===== src/rtl/sld_pkg.sv =====
package sld_pkg;
  // bit positions of the slow control pins inside the synchroniser bus
  localparam int SIG_SCLK  = 0;
  localparam int SIG_LCLK  = 1;
  localparam int SIG_SDATA = 2;
  localparam int SIG_OEN   = 3;
  localparam int NUM_SIG   = 4;

  // reset pattern: enable (active low) starts inactive, all others low
  localparam logic [NUM_SIG-1:0] SIG_RESET = NUM_SIG'(1) << SIG_OEN;
endpackage


===== src/rtl/sld_sync_bus.sv =====
module sld_sync_bus #(
  parameter int                 W       = 4,
  parameter int                 STAGES  = 2,
  parameter logic [W-1:0]       RST_VAL = '0
) (
  input  logic         clk,
  input  logic         rst_n,
  input  logic [W-1:0] d,
  output logic [W-1:0] q
);
  logic [W-1:0] pipe [STAGES];

  always_ff @(posedge clk or negedge rst_n) begin
    if (!rst_n) begin
      for (int i = 0; i < STAGES; i++) pipe[i] <= RST_VAL;
    end else begin
      pipe[0] <= d;
      for (int i = 1; i < STAGES; i++) pipe[i] <= pipe[i-1];
    end
  end

  assign q = pipe[STAGES-1];
endmodule


===== src/rtl/sld_clear_sync.sv =====
module sld_clear_sync #(
  parameter int STAGES = 2
) (
  input  logic clk,
  input  logic arst_n,
  output logic core_rst_n
);
  logic [STAGES-1:0] chain;

  // assert at once, release after STAGES system edges
  always_ff @(posedge clk or negedge arst_n) begin
    if (!arst_n) chain <= '0;
    else         chain <= {chain[STAGES-2:0], 1'b1};
  end

  assign core_rst_n = chain[STAGES-1];
endmodule


===== src/rtl/sld_shift_chain.sv =====
module sld_shift_chain #(
  parameter int WIDTH = 12
) (
  input  logic             clk,
  input  logic             rst_n,
  input  logic             sclk,
  input  logic             sdata,
  output logic [WIDTH-1:0] shreg,
  output logic             sout
);
  localparam int TOP = WIDTH - 1;

  logic sclk_q;
  logic rise, fall;

  assign rise = sclk & ~sclk_q;
  assign fall = ~sclk & sclk_q;

  always_ff @(posedge clk or negedge rst_n) begin
    if (!rst_n) begin
      sclk_q <= 1'b0;
      shreg  <= '0;
      sout   <= 1'b0;
    end else begin
      sclk_q <= sclk;
      if (rise) shreg <= {shreg[TOP-1:0], sdata};
      if (fall) sout  <= shreg[TOP];
    end
  end

  a_r1_stage0: assert property (@(posedge clk) disable iff (!rst_n)
    rise |=> shreg[0] == $past(sdata));
  a_r1_move_up: assert property (@(posedge clk) disable iff (!rst_n)
    rise |=> shreg[TOP:1] == $past(shreg[TOP-1:0]));
  a_r1_hold: assert property (@(posedge clk) disable iff (!rst_n)
    !rise |=> $stable(shreg));
  a_r6_sout_hold: assert property (@(posedge clk) disable iff (!rst_n)
    !fall |=> $stable(sout));
  a_r6_sout_take: assert property (@(posedge clk) disable iff (!rst_n)
    fall |=> sout == $past(shreg[TOP]));
endmodule


===== src/rtl/sld_store_gate.sv =====
module sld_store_gate #(
  parameter int WIDTH = 12
) (
  input  logic             clk,
  input  logic             rst_n,
  input  logic             lclk,
  input  logic             oe_n,
  input  logic [WIDTH-1:0] shreg,
  output logic [WIDTH-1:0] chan_on
);
  logic             lclk_q;
  logic             rise;
  logic [WIDTH-1:0] store;

  assign rise = lclk & ~lclk_q;

  always_ff @(posedge clk or negedge rst_n) begin
    if (!rst_n) begin
      lclk_q <= 1'b0;
      store  <= '0;
    end else begin
      lclk_q <= lclk;
      if (rise) store <= shreg;
    end
  end

  // one gate per channel
  for (genvar g = 0; g < WIDTH; g++) begin : g_chan
    assign chan_on[g] = store[g] & ~oe_n;
  end

  a_r2_capture: assert property (@(posedge clk) disable iff (!rst_n)
    rise |=> store == $past(shreg));
  a_r2_hold: assert property (@(posedge clk) disable iff (!rst_n)
    !rise |=> $stable(store));
  a_r4_blank: assert property (@(posedge clk) disable iff (!rst_n)
    (oe_n && $past(oe_n)) |-> chan_on == '0);
endmodule


===== src/rtl/serial_latch_driver.sv =====
module serial_latch_driver #(
  parameter int WIDTH       = 12,
  parameter int SYNC_STAGES = 2
) (
  input  logic             clk,
  input  logic             rst_n,
  input  logic             sclk_in,
  input  logic             lclk_in,
  input  logic             clr_n_in,
  input  logic             oe_n_in,
  input  logic             sdata_in,
  output logic             sdata_out,
  output logic [WIDTH-1:0] chan_on
);
  import sld_pkg::*;

  logic [NUM_SIG-1:0] raw, synced;
  logic               arst_n, core_rst_n;
  logic [WIDTH-1:0]   shreg;

  assign raw[SIG_SCLK]  = sclk_in;
  assign raw[SIG_LCLK]  = lclk_in;
  assign raw[SIG_SDATA] = sdata_in;
  assign raw[SIG_OEN]   = oe_n_in;

  sld_sync_bus #(.W(NUM_SIG), .STAGES(SYNC_STAGES), .RST_VAL(SIG_RESET)) u_sync (
    .clk   (clk),
    .rst_n (rst_n),
    .d     (raw),
    .q     (synced)
  );

  assign arst_n = rst_n & clr_n_in;

  sld_clear_sync #(.STAGES(SYNC_STAGES)) u_clr (
    .clk        (clk),
    .arst_n     (arst_n),
    .core_rst_n (core_rst_n)
  );

  sld_shift_chain #(.WIDTH(WIDTH)) u_chain (
    .clk   (clk),
    .rst_n (core_rst_n),
    .sclk  (synced[SIG_SCLK]),
    .sdata (synced[SIG_SDATA]),
    .shreg (shreg),
    .sout  (sdata_out)
  );

  sld_store_gate #(.WIDTH(WIDTH)) u_store (
    .clk     (clk),
    .rst_n   (core_rst_n),
    .lclk    (synced[SIG_LCLK]),
    .oe_n    (synced[SIG_OEN]),
    .shreg   (shreg),
    .chan_on (chan_on)
  );

  // a low clear empties the outputs in the same cycle
  a_r5_clear_now: assert property (@(posedge clk) disable iff (!rst_n)
    !clr_n_in |-> (chan_on == '0 && !sdata_out));
  // storage stays empty right after a clear, whatever the storage clock did
  a_r8_clear_release: assert property (@(posedge clk) disable iff (!rst_n)
    $rose(core_rst_n) |-> chan_on == '0);
endmodule


===== config.mk =====
export PLATFORM = sky130hd
export DESIGN_NAME = serial_latch_driver
export DESIGN_NICKNAME = d
export VERILOG_FILES = /design/src/rtl/sld_pkg.sv /design/src/rtl/sld_sync_bus.sv /design/src/rtl/sld_clear_sync.sv /design/src/rtl/sld_shift_chain.sv /design/src/rtl/sld_store_gate.sv /design/src/rtl/serial_latch_driver.sv
export SDC_FILE = /design/constraint.sdc
export NUM_CORES = 1
export LEC_CHECK = 0
export CAP_MARGIN = 20
export CORE_MARGIN = 3
export CORE_UTILIZATION = 38
export CTS_CLUSTER_DIAMETER = 30
export DETAILED_ROUTE_END_ITERATION = 7
export DONT_BUFFER_PORTS = 1
export MAX_ROUTING_LAYER = met4
export PLACE_DENSITY = 0.56
export SYNTH_ARGS = -nofsm -noshare
export SYNTH_HDL_FRONTEND = slang
export SYNTH_SLANG_ARGS = --single-unit

===== constraint.sdc =====
create_clock -name clk -period 2.25 [get_ports clk]
set_input_delay 0.3375 -clock clk [delete_from_list [all_inputs] [get_ports clk]]
set_output_delay 0.3375 -clock clk [all_outputs]
set_load 0.02 [all_outputs]

# Yosys cells after proc, flatten, opt, wreduce, memory -nomap -nowiden
# Index checks and enable logic that the tools add are counted.
# word_totals
latch_bits	0
regBits	37
romBits	0
output_inout_bits	13
ramBits	0
memories	0
# classes
eq_ne	0
bitwise_logic	20
mux	0
n_mul	0
addsub	0
n_shift	0
div_mod_pow	0
n_lt_le_gt_ge	0
n_reduce_logical	0
# op_table
cell	n
$and 1x1->1	16
$not 1->1	4

# Longest topological paths before layout
# Gate-level depths: netlist (run 1).
# depth
ltp_word	2
ltp_mapped	3

# Hierarchy
# From an unflattened synthesis (run 1), not the netlist that was laid out.
# unflattened
cells_unflattened	86
hier_area_um2	1481.4
# by_module_without_submodules
module	cells_per_inst	seq_area_each_um2	area_each_um2	instances
sld_store_gate	40	325.3	611.8	1
sld_shift_chain	30	350.3	576.8	1
sld_sync_bus	12	202.7	232.7	1
sld_clear_sync	3	50.0	53.8	1
serial_latch_driver	1	0.0	6.3	1

# Least setup slack after synthesis (run 1)
# OpenSTA, ideal clock, no wires.
# synth_path
path_kind	reg2out
startpoint	register u_sync.pipe (netlist bit u_sync.q[3])
endpoint	output chan_on[0]
arrival_ns	0.943
path_buffers	1
path_slack_ns	0.970
path_stages_with_launch	3
t_required_ns	1.913
cell_sequence	dfstp_2 > clkbuf_1 > nor2b_1
# synth_between
elab_chain_cells	2
# synth_lines
item	line_no	source
start, declared	sld_sync_bus.sv:11	logic [W-1:0] pipe [STAGES];
$not 1->1	sld_store_gate.sv:29	assign chan_on[g] = store[g] & ~oe_n;
$and 1x1->1	sld_store_gate.sv:29	
end, declared	serial_latch_driver.sv:13	output logic [WIDTH-1:0] chan_on
# Every way passes these cells.

# Worst setup path after layout (run 1)
# layout_path
startpoint	register u_sync.pipe (netlist bit u_sync.q[3])
endpoint	output chan_on[6]
# Same word-level chain as after synthesis.

==> flow_metrics.env, run 1 <==
export IMPL_run_status="complete, no violations"
export IMPL_cp_end_kind="primary output"
export IMPL_worst_path_dominant_cell_family="flip-flops"
export IMPL_final_estimated_routing_congestion_in_global_placement=0.682
export IMPL_antenna_found_initial=0
export IMPL_detail_route_antenna_nets=0
export IMPL_synth_top_cells_by_area="sky130_fd_sc_hd__dfrtp_1 61%, sky130_fd_sc_hd__mux2_4 21%, sky130_fd_sc_hd__nor2b_1 5.2%"
export IMPL_leakage_nw=0.748
export IMPL_worst_ir_drop_vdd_mv=0.449
export IMPL_post_route_cells_drive_above_1_share=0.433
export IMPL_area_growth_syn_to_layout_pct=12.8
export IMPL_yosysTopAreaCell="sky130_fd_sc_hd__dfrtp_1"
export IMPL_design_die_area_um2=4570
export IMPL_cts_path_max_buffers=2
export IMPL_seqCellArea_um2=928
export IMPL_dieHeight_um=67.6
export IMPL_layout_filler_cells=314
export IMPL_synth_top_area_share=0.608
export IMPL_clkSinkCount=37
export IMPL_cts_root_buf="sky130_fd_sc_hd__clkbuf_8"
export IMPL_crit_path_cell_trace="nor2b_1"
export IMPL_via_per_inst=4.74
export IMPL_fin_tns_setup_ns=0
export IMPL_post_route_min_period_ns=1.47
export IMPL_synth_area_um2=1440
export IMPL_synthesis_instances=82
export IMPL_critPathKind="reg -> out"
export IMPL_drt_pre_antenna_iters=2
export IMPL_synth_fp_nets=89
export IMPL_pin_count_of_the_biggest_net_entering_global_routing=19
export IMPL_cts_htree_levels=2
export IMPL_finalHoldViolCount=0
export IMPL_clock_input_transition_at_the_sequential_cells_of_the_worst_setup_and_hold_paths_ns=0.07
export IMPL_highest_clock_frequency_the_design_can_meet_ghz=0.680
export IMPL_power_density_nw_per_um2=1310
export IMPL_placed_area_um2=1470
export IMPL_num_io_pins=20
export IMPL_num_nets_final=96
export IMPL_worst_endpoint_required_ns=1.91
export IMPL_post_cts_resize_count=0
export IMPL_rsz_0062_raised_after_global_routing="no"
export IMPL_setup_viol=0
export IMPL_final_period_utilization=0.653
export IMPL_rows=21
export IMPL_crit_buf_inv=0
export IMPL_dr_wl_met3_um=165
export IMPL_post_route_worst_setup_slack_ns=0.780
export IMPL_global_route_overflow_total=0
export IMPL_floorplan_core_area_um2=3490
export IMPL_grt_first_pass_wirelength_um=3420
export IMPL_crit_path_max_incr_delay_ns=0.67
export IMPL_power_mw=2.13
export IMPL_grt_pass1_vias=681
export IMPL_clock_tree_from_tritoncts="yes"
export IMPL_finish_utilization=0.465
export IMPL_dp_hpwl_um=1340
export IMPL_portBuffers=0
export IMPL_ys_ff_latch=37
export IMPL_initial_core_util=0.412
export IMPL_drc_violations=0
export IMPL_postSynthAreaPerCell_um2=17.6
export IMPL_arrival_time_reported_for_the_critical_path_endpoint_ns=1.13
export IMPL_warnings_synthesis=0
export IMPL_setup_reg_to_reg_worst_slack_ns=0.93
export IMPL_drt_iter0_markers=10
export IMPL_finalMaxSlewViolations=0
export IMPL_top_layer="met4"
export IMPL_wl_per_cell_um=15.2
export IMPL_seq_area_frac_synth=0.644
export IMPL_wl_um=2060
export IMPL_timing_hold_worst_class="in -> reg"
export IMPL_cts_made_buffers=5
export IMPL_clock_skew_ns=0.00468
export IMPL_num_vias=644
export IMPL_dp_worst_setup_slack_ns=0.914
export IMPL_wirelength_met1_um=901
export IMPL_route_met2_wl_um=939
export IMPL_path_max_fanout=12
export IMPL_type_of_element_launching_the_critical_path="register"
export IMPL_footprint_of_the_multi_input_gates_um2=478
export IMPL_diodes=0
export IMPL_synth_cell_type_count=12
export IMPL_grtUsageTotal=0.116
export IMPL_cp_slowest_cell="sky130_fd_sc_hd__dfstp_2"
export IMPL_final_standard_cell_area_without_fillers_um2=1630
export IMPL_die_x_um=67.6
export IMPL_max_cap_viol_count=0
export IMPL_worstSkewPairLatency_ns=0.29
==> flip-flops by register name (all words and copies together), names as in the netlist <==
name / flops
u_chain.shreg: 12
u_clr.chain: 2
u_store.store: 12
u_chain.sclk_q: 1
u_sync.pipe: 4
u_store.lclk_q: 1
u_sync.q: 4
u_chain.sout: 1
==> cells in the mapped netlist <==
library cell,instances
sky130_fd_sc_hd__and2_1,1
sky130_fd_sc_hd__mux2_4,20
sky130_fd_sc_hd__buf_12,1
sky130_fd_sc_hd__conb_1,1
sky130_fd_sc_hd__mux2_2,5
sky130_fd_sc_hd__and2b_2,1
sky130_fd_sc_hd__dfstp_2,2
sky130_fd_sc_hd__nor2b_4,2
sky130_fd_sc_hd__nor2b_1,12
sky130_fd_sc_hd__buf_6,1
sky130_fd_sc_hd__clkbuf_1,1
sky130_fd_sc_hd__dfrtp_1,35
==> kinds of logic after synthesis <==
logic type             share of synthesized area
flip-flops                                 0.644
multiplexers                               0.247
AND/OR/NAND/NOR                           0.0816
buffers and inverters                     0.0243
other                                    0.00260
==> layout make-up <==
| cell class | count | area share |
|---|---|---|
| clock inverter | 3 | 0.0400 |
| sequential | 37 | 0.571 |
| clock buffer | 5 | 0.0423 |
| timing repair buffer | 3 | 0.0169 |
| tap | 46 | 0.0354 |
| multi-input combinational | 42 | 0.294 |
==> report_power, final <==
group | switching [mW] | internal [mW]
logic | 0.150 | 0.287
clock network | 0.230 | 0.440
registers | 0.153 | 0.872
==> worst register-to-register path, delay by kind of cell (launching register included) <==
| family | cells | cell delay, ns |
|---|---|---|
| AND/OR/NAND/NOR | 1 | 0.41 |
| flip-flops | 1 | 0.40 |
| multiplexers | 1 | 0.39 |
==> per-layer routing <==
| metal | GRT usage | up-vias |
|---|---|---|
| li1 | - | 288 |
| met3 | 0.0699 | 5 |
| met4 | 0.0684 | 0 |
| met5 | - | - |
| met1 | 0.126 | 332 |
| met2 | 0.160 | 19 |
==> placed cells by master (no fill, tap or decap) <==
| cell | count |
|---|---|
| sky130_fd_sc_hd__dlygate4sd3_1 | 2 |
| sky130_fd_sc_hd__and2_1 | 1 |
| sky130_fd_sc_hd__dfstp_2 | 2 |
| sky130_fd_sc_hd__mux2_4 | 20 |
| sky130_fd_sc_hd__nor2b_1 | 12 |
| sky130_fd_sc_hd__and2b_2 | 1 |
| sky130_fd_sc_hd__buf_4 | 1 |
| sky130_fd_sc_hd__bufinv_16 | 2 |
| sky130_fd_sc_hd__dfrtp_1 | 35 |
| sky130_fd_sc_hd__mux2_2 | 5 |
| sky130_fd_sc_hd__clkinv_2 | 1 |
| sky130_fd_sc_hd__conb_1 | 1 |
| sky130_fd_sc_hd__clkbuf_8 | 5 |
| sky130_fd_sc_hd__nor2b_4 | 2 |
==> final timing paths <==
check | start | endpoint | cells past startpoint
max | u_sync.q[3]$_DFF_PN1_ | chan_on[6] | 1
max in group asynchronous | rst_n | u_clr.chain[1]$_DFF_PN0_ | 2
min in group asynchronous | u_clr.chain[1]$_DFF_PN0_ | u_chain.sclk_q$_DFF_PN0_ | 0
max reg2reg | u_chain.sclk_q$_DFF_PN0_ | u_chain.shreg[0]$_DFFE_PN0P_ | 2
min | oe_n_in | u_sync.pipe[7]$_DFF_PN1_ | 0
min reg2reg | u_clr.chain[1]$_DFF_PN0_ | u_chain.sclk_q$_DFF_PN0_ | 0
==> per-stage QoR <==
stage          cells  hold slack (ns)
2_1_floorplan     82           0.0419
3_3_place_gp     126           0.0421
3_5_place_dp     126           0.0422
4_1_cts          136           0.0211
5_1_grt          136           0.0105
6_report         136           0.0365
==> timing repair <==
item	in CTS	in global routing
buffers inserted	0	0
hold buffers	2	0
endpoints found under the hold margin	10	0
Power figures use the tool's default switching activity.
==> inputs of run 2 (changes only) <==
==> constraint.sdc (replaced) <==
create_clock -name clk -period 1.4 [get_ports clk]
set_input_delay 0.21 -clock clk [delete_from_list [all_inputs] [get_ports clk]]
set_output_delay 0.21 -clock clk [all_outputs]
set_load 0.02 [all_outputs]
==> flow_metrics.env, run 2 (same netlist as run 1, synthesis figures left out) <==
export IMPL_fin_tns_setup_ns=0
export IMPL_dp_hpwl_um=1390
export IMPL_r2r_end="u_store.store[9]$_DFFE_PN0P_"
export IMPL_post_route_min_period_ns=1.33
export IMPL_pin_count_of_the_biggest_net_entering_global_routing=28
export IMPL_stdcell_count=143
export IMPL_gr_usage_met2=0.156
export IMPL_path_max_fanout=12
export IMPL_antenna_found_initial=0
export IMPL_cp_slowest_cell="sky130_fd_sc_hd__dfstp_2"
export IMPL_die_x_um=67.6
export IMPL_grtUsageMet3=0.0483
export IMPL_max_cap_viol_count=0
export IMPL_clock_tree_from_tritoncts="yes"
export IMPL_run_status="complete, no violations"
export IMPL_post_route_cells_drive_above_1_share=0.412
export IMPL_placed_cells=129
export IMPL_crit_path_cell_trace="nor2b_1"
export IMPL_clkSinkCount=37
export IMPL_crit_buf_inv=0
export IMPL_setup_viol=0
export IMPL_layout_filler_cells=311
export IMPL_type_of_element_launching_the_critical_path="register"
export IMPL_cts_made_buffers=5
export IMPL_drt_iter0_markers=35
export IMPL_grtUsageTotal=0.114
export IMPL_final_period_utilization=0.953
export IMPL_area_growth_syn_to_layout_pct=14.3
export IMPL_worst_path_dominant_cell_family="flip-flops"
export IMPL_num_io_pins=20
export IMPL_arrival_time_reported_for_the_critical_path_endpoint_ns=1.12
export IMPL_post_cts_resize_count=0
export IMPL_num_nets_final=103
export IMPL_critPathKind="reg -> out"
export IMPL_grtUsageMet1=0.141
export IMPL_cts_root_buf="sky130_fd_sc_hd__clkbuf_8"
export IMPL_wl_per_cell_um=14.6
export IMPL_clock_skew_ns=0.0102
export IMPL_final_estimated_routing_congestion_in_global_placement=0.647
export IMPL_worst_endpoint_required_ns=1.19
export IMPL_dieHeight_um=67.6
export IMPL_finalHoldViolCount=0
export IMPL_cts_setup_buffers=0
export IMPL_detail_route_antenna_nets=0
export IMPL_drt_pre_antenna_iters=3
export IMPL_setup_reg_to_reg_worst_slack_ns=0.23
export IMPL_leakage_nw=0.757
export IMPL_cts_path_max_buffers=2
export IMPL_mostFrequentLayoutCell="sky130_fd_sc_hd__dfrtp_1"
export IMPL_rows=21
export IMPL_design_die_area_um2=4570
export IMPL_cp_end_kind="primary output"
export IMPL_timing_hold_worst_class="reg -> async"
export IMPL_crit_path_max_incr_delay_ns=0.68
export IMPL_worst_ir_drop_vdd_mv=0.952
export IMPL_wl_um=2080
export IMPL_biggestRegsByFlops="u_chain.shreg: 12 flops, u_store.store: 12 flops"
export IMPL_reg2reg_from="u_sync.q[1]$_DFF_PN0_"
export IMPL_worstSkewPairLatency_ns=0.28
export IMPL_finalMaxSlewViolations=0
export IMPL_highest_clock_frequency_the_design_can_meet_ghz=0.749
export IMPL_num_vias=659
export IMPL_grt_first_pass_wirelength_um=3480
export IMPL_rsz_0062_raised_after_global_routing="yes"
export IMPL_floorplan_core_area_um2=3490
export IMPL_cts_htree_levels=2
export IMPL_worstRegToRegCells=3
export IMPL_drc_violations=0
export IMPL_via_per_inst=4.61
export IMPL_grt_pass1_vias=703
export IMPL_finish_utilization=0.472
export IMPL_clock_input_transition_at_the_sequential_cells_of_the_worst_setup_and_hold_paths_ns=0.07
export IMPL_global_route_overflow_total=0
export IMPL_portBuffers=0
export IMPL_initial_core_util=0.412
export IMPL_diodes=0
export IMPL_power_density_nw_per_um2=1860
export IMPL_highest_count_cells_in_the_layout_ignoring_fill_and_taps="35 x sky130_fd_sc_hd__dfrtp_1, 20 x sky130_fd_sc_hd__mux2_4, 12 x sky130_fd_sc_hd__nor2b_1"
export IMPL_grt_busiest_layer="met2"
## run 2: changes by cell type in the layout (fill, tap and decap cells not counted), sizes merged
cell	change
buf	+3
bufinv	-2
clkbuf	+2
dlygate4sd3	+4
## run 2: layout make-up
cell class,count,area (µm²),area share
clock buffers,7,76.3,0.0463
clock inverters,1,5.00,0.00304
multi-input cells,42,478,0.290
flip-flops and latches,37,928,0.563
well taps,46,57.6,0.0349
repair buffers,10,103,0.0623
## run 2: what timing repair did
action,CTS,global route
endpoints found under the hold margin,14,0
hold buffers,6,0
setup endpoints to repair,0,12
## run 2: layer usage
metal | wire, µm | vias to the layer above | part of all wire
met4 | 26 | 0 | 0.012
met5 | 0 | - | 0
li1 | - | 301 | -
met2 | 955 | 19 | 0.46
met1 | 981 | 334 | 0.47
met3 | 119 | 5 | 0.057
## run 2: power breakdown
part           switching, mW  internal [mW]
logic                  0.250          0.478
clock network          0.345          0.349
registers              0.241           1.40
## run 2: how the worst max path moves through the flow
stage	start	end	slack, ns	cells past startpoint
floorplan	u_sync.q[3]$_DFF_PN1_	chan_on[0]	0.25	2
global placement	u_sync.q[1]$_DFF_PN0_	u_store.store[10]$_DFFE_PN0P_	0.26	3
detailed placement	u_sync.q[1]$_DFF_PN0_	u_store.store[9]$_DFFE_PN0P_	0.22	3
CTS	u_sync.q[3]$_DFF_PN1_	chan_on[0]	0.02	1
global route	u_sync.q[3]$_DFF_PN1_	chan_on[9]	-0.01	1
finish	u_sync.q[3]$_DFF_PN1_	chan_on[0]	0.07	1
## run 2: per-stage QoR
| stage | hold WS [ns] | instance area [µm²] | setup slack, ns | power, mW |
|---|---|---|---|---|
| after floorplan | -0.0856 | 1440 | 0.247 | 2.25 |
| after global placement | -0.0854 | 1510 | 0.264 | 2.36 |
| after detailed placement | -0.0854 | 1510 | 0.224 | 2.39 |
| after CTS | 0.250 | 1650 | 0.0188 | 3.11 |
| after global routing | 0.253 | 1650 | -0.0114 | 3.24 |
| final | 0.234 | 1650 | 0.0657 | 3.06 |
